--- config.mk ---
export PLATFORM = sky130hd
export DESIGN_NAME = split_timer_regs
export DESIGN_NICKNAME = d
export VERILOG_FILES = /design/src/rtl/split_timer_pkg.sv /design/src/rtl/stt_write_stage.sv /design/src/rtl/stt_counter_core.sv /design/src/rtl/stt_read_path.sv /design/src/rtl/split_timer_regs.sv
export SDC_FILE = /design/constraint.sdc
export NUM_CORES = 1
export LEC_CHECK = 0
export ABC_AREA = 1
export BUFFER_PORTS_ARGS = -buffer_cell sky130_fd_sc_hd__buf_2
export CAP_MARGIN = 20
export CORE_ASPECT_RATIO = 1.4
export CORE_MARGIN = 8
export CORE_UTILIZATION = 50
export CTS_CLUSTER_SIZE = 10
export DETAILED_ROUTE_END_ITERATION = 16
export PLACE_DENSITY = 0.67
export SKIP_LAST_GASP = 1
export SYNTH_ARGS = -nofsm -noshare
export SYNTH_HDL_FRONTEND = slang
export SYNTH_SLANG_ARGS = --single-unit
--- constraint.sdc ---
create_clock -name clk_i -period 2.9 [get_ports clk_i]
set_clock_uncertainty 0.1 [all_clocks]
set_input_delay 0.435 -clock clk_i [delete_from_list [all_inputs] [get_ports clk_i]]
set_output_delay 0.435 -clock clk_i [all_outputs]
set_load 0.02 [all_outputs]
--- src/rtl/split_timer_pkg.sv ---
package split_timer_pkg;

  // Register half-word map; bit 0 selects lower half, bits 2:1 pick the register
  typedef enum logic [2:0] {
    SEL_CNT_HI = 3'd0,
    SEL_CNT_LO = 3'd1,
    SEL_CAP_HI = 3'd2,
    SEL_CAP_LO = 3'd3,
    SEL_CMP_HI = 3'd4,
    SEL_CMP_LO = 3'd5
  } reg_sel_e;

  localparam int unsigned SEL_W = 3;

endpackage

--- src/rtl/stt_write_stage.sv ---
module stt_write_stage #(
  parameter int HALF_W = 16
) (
  input  logic              clk_i,
  input  logic              rst_ni,
  input  logic              stage_i,
  input  logic [HALF_W-1:0] data_i,
  output logic [HALF_W-1:0] buf_o
);

  logic [HALF_W-1:0] buf_q;

  always_ff @(posedge clk_i or negedge rst_ni) begin
    if (!rst_ni)      buf_q <= '0;
    else if (stage_i) buf_q <= data_i;
  end

  assign buf_o = buf_q;

  // Buffer only changes on an upper-half write
  assert_wbuf_hold_R6: assert property (@(posedge clk_i) disable iff (!rst_ni)
    !stage_i |=> $stable(buf_q));
  assert_wbuf_take_R4: assert property (@(posedge clk_i) disable iff (!rst_ni)
    stage_i |=> buf_q == $past(data_i));

endmodule

--- src/rtl/stt_counter_core.sv ---
module stt_counter_core #(
  parameter int CNT_W = 32
) (
  input  logic             clk_i,
  input  logic             rst_ni,
  input  logic             cnt_load_i,
  input  logic             cmp_load_i,
  input  logic [CNT_W-1:0] load_val_i,
  input  logic             cap_stb_i,
  output logic [CNT_W-1:0] cnt_o,
  output logic [CNT_W-1:0] cap_o,
  output logic [CNT_W-1:0] cmp_o,
  output logic             match_o
);

  logic [CNT_W-1:0] cnt_q, cap_q, cmp_q;
  logic             match_q;

  // Bus load wins over the increment
  always_ff @(posedge clk_i or negedge rst_ni) begin
    if (!rst_ni)         cnt_q <= '0;
    else if (cnt_load_i) cnt_q <= load_val_i;
    else                 cnt_q <= cnt_q + 1'b1;
  end

  always_ff @(posedge clk_i or negedge rst_ni) begin
    if (!rst_ni)        cap_q <= '0;
    else if (cap_stb_i) cap_q <= cnt_q;
  end

  always_ff @(posedge clk_i or negedge rst_ni) begin
    if (!rst_ni)         cmp_q <= '1;
    else if (cmp_load_i) cmp_q <= load_val_i;
  end

  always_ff @(posedge clk_i or negedge rst_ni) begin
    if (!rst_ni) match_q <= 1'b0;
    else         match_q <= (cnt_q == cmp_q);
  end

  assign cnt_o   = cnt_q;
  assign cap_o   = cap_q;
  assign cmp_o   = cmp_q;
  assign match_o = match_q;

  assert_cnt_load_R5: assert property (@(posedge clk_i) disable iff (!rst_ni)
    cnt_load_i |=> cnt_q == $past(load_val_i));
  assert_cnt_step_R1: assert property (@(posedge clk_i) disable iff (!rst_ni)
    !cnt_load_i |=> cnt_q == $past(cnt_q) + 1'b1);
  assert_cap_take_R7: assert property (@(posedge clk_i) disable iff (!rst_ni)
    cap_stb_i |=> cap_q == $past(cnt_q));
  assert_cap_hold_R6: assert property (@(posedge clk_i) disable iff (!rst_ni)
    !cap_stb_i |=> $stable(cap_q));
  assert_cmp_hold_R4: assert property (@(posedge clk_i) disable iff (!rst_ni)
    !cmp_load_i |=> $stable(cmp_q));
  assert_match_src_R8: assert property (@(posedge clk_i) disable iff (!rst_ni)
    (cnt_q == cmp_q) |=> match_o);

endmodule

--- src/rtl/stt_read_path.sv ---
module stt_read_path #(
  parameter int CNT_W = 32,
  localparam int HALF_W = CNT_W / 2
) (
  input  logic              clk_i,
  input  logic              rst_ni,
  input  logic              rd_hi_i,
  input  logic              rd_lo_i,
  input  logic              rd_zero_i,
  input  logic [CNT_W-1:0]  src_i,
  output logic [HALF_W-1:0] rdata_o
);

  logic [HALF_W-1:0] rbuf_q, rdata_q;

  // Lower half frozen at the moment the upper half is read
  always_ff @(posedge clk_i or negedge rst_ni) begin
    if (!rst_ni)      rbuf_q <= '0;
    else if (rd_hi_i) rbuf_q <= src_i[HALF_W-1:0];
  end

  always_ff @(posedge clk_i or negedge rst_ni) begin
    if (!rst_ni)        rdata_q <= '0;
    else if (rd_hi_i)   rdata_q <= src_i[CNT_W-1:HALF_W];
    else if (rd_lo_i)   rdata_q <= rbuf_q;
    else if (rd_zero_i) rdata_q <= '0;
  end

  assign rdata_o = rdata_q;

  assert_rd_excl_R10: assert property (@(posedge clk_i) disable iff (!rst_ni)
    $onehot0({rd_hi_i, rd_lo_i, rd_zero_i}));
  assert_lo_from_buf_R3: assert property (@(posedge clk_i) disable iff (!rst_ni)
    rd_lo_i |=> rdata_o == $past(rbuf_q));
  assert_buf_snap_R2: assert property (@(posedge clk_i) disable iff (!rst_ni)
    rd_hi_i |=> rbuf_q == $past(src_i[HALF_W-1:0]));
  assert_rdata_hold_R10: assert property (@(posedge clk_i) disable iff (!rst_ni)
    !(rd_hi_i || rd_lo_i || rd_zero_i) |=> $stable(rdata_o));

endmodule

--- src/rtl/split_timer_regs.sv ---
module split_timer_regs
  import split_timer_pkg::*;
#(
  parameter int CNT_W = 32,
  localparam int HALF_W = CNT_W / 2
) (
  input  logic              clk_i,
  input  logic              rst_ni,
  input  logic              cs_i,
  input  logic              rd_i,
  input  logic              wr_i,
  input  logic [SEL_W-1:0]  addr_i,
  input  logic [HALF_W-1:0] wdata_i,
  output logic [HALF_W-1:0] rdata_o,
  input  logic              capture_i,
  output logic              match_o
);

  reg_sel_e         sel;
  logic             acc_rd, acc_wr;
  logic             wr_stage, wr_cnt_lo, wr_cmp_lo;
  logic             rd_hi, rd_lo, rd_zero;
  logic [HALF_W-1:0] wbuf;
  logic [CNT_W-1:0] cnt_val, cap_val, cmp_val, src_val;

  assign sel    = reg_sel_e'(addr_i);
  assign acc_rd = cs_i & rd_i;
  assign acc_wr = cs_i & wr_i;

  // Capture addresses are read-only: no staging, no load
  assign wr_stage  = acc_wr & ((sel == SEL_CNT_HI) | (sel == SEL_CMP_HI));
  assign wr_cnt_lo = acc_wr & (sel == SEL_CNT_LO);
  assign wr_cmp_lo = acc_wr & (sel == SEL_CMP_LO);

  always_comb begin
    rd_hi   = 1'b0;
    rd_lo   = 1'b0;
    rd_zero = 1'b0;
    src_val = '0;
    unique case (addr_i[2:1])
      2'b00:   src_val = cnt_val;
      2'b01:   src_val = cap_val;
      2'b10:   src_val = cmp_val;
      default: src_val = '0;
    endcase
    if (acc_rd) begin
      if (addr_i[2:1] == 2'b11) rd_zero = 1'b1;
      else if (addr_i[0])       rd_lo   = 1'b1;
      else                      rd_hi   = 1'b1;
    end
  end

  stt_write_stage #(.HALF_W(HALF_W)) u_wstage (
    .clk_i   (clk_i),
    .rst_ni  (rst_ni),
    .stage_i (wr_stage),
    .data_i  (wdata_i),
    .buf_o   (wbuf)
  );

  stt_counter_core #(.CNT_W(CNT_W)) u_core (
    .clk_i      (clk_i),
    .rst_ni     (rst_ni),
    .cnt_load_i (wr_cnt_lo),
    .cmp_load_i (wr_cmp_lo),
    .load_val_i ({wbuf, wdata_i}),
    .cap_stb_i  (capture_i),
    .cnt_o      (cnt_val),
    .cap_o      (cap_val),
    .cmp_o      (cmp_val),
    .match_o    (match_o)
  );

  stt_read_path #(.CNT_W(CNT_W)) u_rpath (
    .clk_i     (clk_i),
    .rst_ni    (rst_ni),
    .rd_hi_i   (rd_hi),
    .rd_lo_i   (rd_lo),
    .rd_zero_i (rd_zero),
    .src_i     (src_val),
    .rdata_o   (rdata_o)
  );

  assert_cap_ro_R6: assert property (@(posedge clk_i) disable iff (!rst_ni)
    (acc_wr && addr_i[2:1] == 2'b01 && !capture_i) |=> $stable(cap_val));
  assert_hi_no_update_R4: assert property (@(posedge clk_i) disable iff (!rst_ni)
    wr_stage |=> $stable(cmp_val));
  assert_cs_gate_R10: assert property (@(posedge clk_i) disable iff (!rst_ni)
    !cs_i |-> !(wr_stage || wr_cnt_lo || wr_cmp_lo || rd_hi || rd_lo || rd_zero));
  assert_cmp_load_R5: assert property (@(posedge clk_i) disable iff (!rst_ni)
    wr_cmp_lo |=> cmp_val == {$past(wbuf), $past(wdata_i)});

endmodule

==> run summary <==
N_diodes - 0
Clock sink count - 145
# fillers - 1,449
Final min period - 1.820 ns
Slowest-stage cell, CP - dfrtp_1
Worst-Skew Late Latency - 0.42 ns
CTS max path bufs - 2
P_leak - 4.084 nW
CP peak stage delay - 0.47 ns
Yosys top cell by area - dfrtp_1
Row count - 53
Share of post-route cells with drive strength above 1 - 0.1646
Setup violations, final - 0
Kind of cell adding the most delay to the critical path - simple AND/OR/NAND/NOR gates
Initial Util - 0.5078
Synth unique cells - 34
Die Y - 162.0 um
DRT Wirelength - 19,520 um
Clk pwr share - 0.316
Vias in the first global route - 6,089
Headroom to the max-slew limit - 0.5738
CTS tree - built
Total power - 6.810 mW
Core Region - 14,990 um^2
Logic gate share of total power - 0.220
I/O Buffers - 41
Maxcap violations - 0
Die Area - 19,480 um^2
Top cells by area, synth - dfrtp_1, nand2_1, dfstp_2
Crit path kind - reg2reg
Final setup margin - 1.080 ns
DP Area - 7904 um^2
Mapped Nets - 973
Setup bufs post-CTS - 0
Measured slew at the worst slew-check pin - 0.6393 ns
Sequential cell area - 3669 um^2
Arrival @ worst endpoint - 2.03 ns
Commonest non-fill, non-tap cells in the layout - nand2_1, dfrtp_1, o21ai_0, inv_1, nor2_1
First-pass GRT wire length - 31,950 um
Internal power - 4.465 mW
DPL Wire Length - 14,040 um
CP Capture Type - register
Flops & latches, synth - 145
Vias per Instance - 5.239
Die Wd - 120.3 um
Total iterations of the first detailed-routing run - 5
Routed vias - 6,161
Clk pin slew, worst setup/hold paths - 0.06 ns
Max Clk Rate - 549.3 MHz
DRC - 0
Buf/Inv on CP - 1
Placer congestion estimate - 0.8837
Final #Nets - 997
Sw frac - 0.3444
CP startpoint kind - register
Setup TNS - 0 ns
ANT nets after route - 0
First-iteration detailed-routing DRC count - 464
CTS resizes - 0
Hold Path Class - in2reg
Multi-input logic area - 3276 um^2
Syn. warnings - 0
Hold_ws - 0.1450 ns
GR Overflow Total - 0
Final Hold Vio Count - 0
Mean Syn Cell Area - 8.037 um^2
Final worst path period share - 0.6277
Flop pwr share - 0.463
Root buf cell - clkbuf_16
Status - finished clean
Net Sw Power - 2.345 mW
Peak VDD IR - 316.6 uV
Slew Limit Fails - 0
Initial antenna violation count - 0
Total GRT Usage - 0.2085
Area Growth Syn to Fin - 11.66%
CTS HTree Levels - 4
WL per Instance - 16.60 um
# IOs - 42
Syn Inst Count - 947
Pwr dens - 801.4 nW/um^2
Sequential-to-total area share from yosys stat - 0.4820
RSZ-0062 raised after global routing - false
Syn Std Cell Area - 7611 um^2
Cells along the critical path - ha_1, inv_1, nor2_4, nand2_4, nor2_4, nand3_1, nand3_1, nand2_1
Worst-path maximum fanout - 5
Critical Path RT - 3.11 ns
Commonest non-fill, non-tap cell in the layout - nand2_1
Hold buffer count at CTS - 1
Largest net degree at the start of global routing - 61
Fin area - 8498 um^2
Synth top area share - 0.3715
Place WS - 0.8772 ns
TritonCTS buffer count - 17
[cells in the mapped netlist]
library cell,number
nor2_4,8
buf_6,4
o21ai_1,24
nand2_2,9
nor3_2,1
xor2_2,1
clkbuf_2,1
inv_1,95
clkbuf_1,16
inv_2,9
mux2_1,10
a21oi_1,29
xor2_1,36
a41oi_1,1
or2_2,2
nor2_2,3
nand2_1,268
buf_4,9
nand3_1,41
o21bai_1,2
dfrtp_1,113
mux2_2,5
nor2_8,4
o21ai_0,99
nand2_8,1
nor2_1,67
dfstp_2,32
buf_2,21
nand4_1,1
o22ai_1,3
nand2_4,1
ha_1,1
nor3_1,16
o211ai_1,14
[worst register-to-register path: cells and delay by family, from the launching register on]
family                     cells  cell delay, ns
adders and majority gates      1            0.25
and+or+nand+nor                6            0.80
buffers and inverters          1            0.08
DFF                            1            0.47
[sequential cells by signal, summed over array words and instances, names as in the netlist]
signal           flops
u_core.cmp_o        32
u_core.cap_o        32
u_core.cnt_o        32
u_wstage.buf_o      16
u_rpath.rdata_o     16
u_core.match_o       1
u_rpath.rbuf_q      16
[power by group through the flow]
stage | clock network, mW | logic [mW] | registers [mW]
floorplan | 0 | 1.24 | 2.95
global placement | 0 | 1.47 | 3.16
detailed placement | 0 | 1.50 | 3.18
CTS | 2.17 | 1.51 | 3.14
global route | 2.25 | 1.71 | 3.22
finish | 2.15 | 1.50 | 3.16
[stage by stage]
step                cells  utilization
finish               1176       0.5670
CTS                  1176       0.5670
detailed placement   1143       0.5274
global route         1176       0.5670
global placement     1143       0.5274
floorplan             947            -
[final cells by class]
class | instances | area share
clock buffer | 22 | 0.05698
timing repair buffer | 56 | 0.03990
tap | 192 | 0.02827
clock inverter | 10 | 0.01178
multi-input combinational | 647 | 0.3855
sequential | 145 | 0.4317
inverter | 104 | 0.04594
[cell families after synthesis]
group / Yosys count / share of synthesized area
AND/OR/NAND/NOR: 422 / 0.2428
XOR/XNOR: 37 / 0.04356
buffers and inverters: 155 / 0.08844
adder cells (fa/ha/maj): 1 / 0.001644
multiplexers: 15 / 0.02219
flip-flops: 145 / 0.4820
AO/OA/AOI/OAI: 172 / 0.1194
[worst paths after layout]
| path | startpoint | end | slack (ns) | depth (start not counted) |
|---|---|---|---|---|
| max | u_core.cnt_o[1] | u_core.cnt_o[18] | 1.08 | 8 |
| min | wdata_i[9] | u_core.cnt_o[9] | 0.15 | 3 |
| max reg2reg | u_core.cnt_o[1] | u_core.cnt_o[18] | 1.08 | 8 |
| min reg2reg | u_rpath.rdata_o[5] | u_rpath.rdata_o[5] | 0.39 | 2 |
| max in group asynchronous | rst_ni | u_core.cmp_o[10] | 1.38 | 3 |
| min in group asynchronous | rst_ni | u_core.cap_o[3] | 0.46 | 2 |
[layer usage]
| metal | global-route usage | routed length (um) | share of wire |
|---|---|---|---|
| met5 | 0 | 0 | 0 |
| met4 | 0.08091 | 435 | 0.022 |
| met3 | 0.03647 | 1112 | 0.057 |
| met2 | 0.3340 | 9275 | 0.48 |
| met1 | 0.2752 | 8700 | 0.45 |
Note: power is estimated with default switching activity, not from simulation.
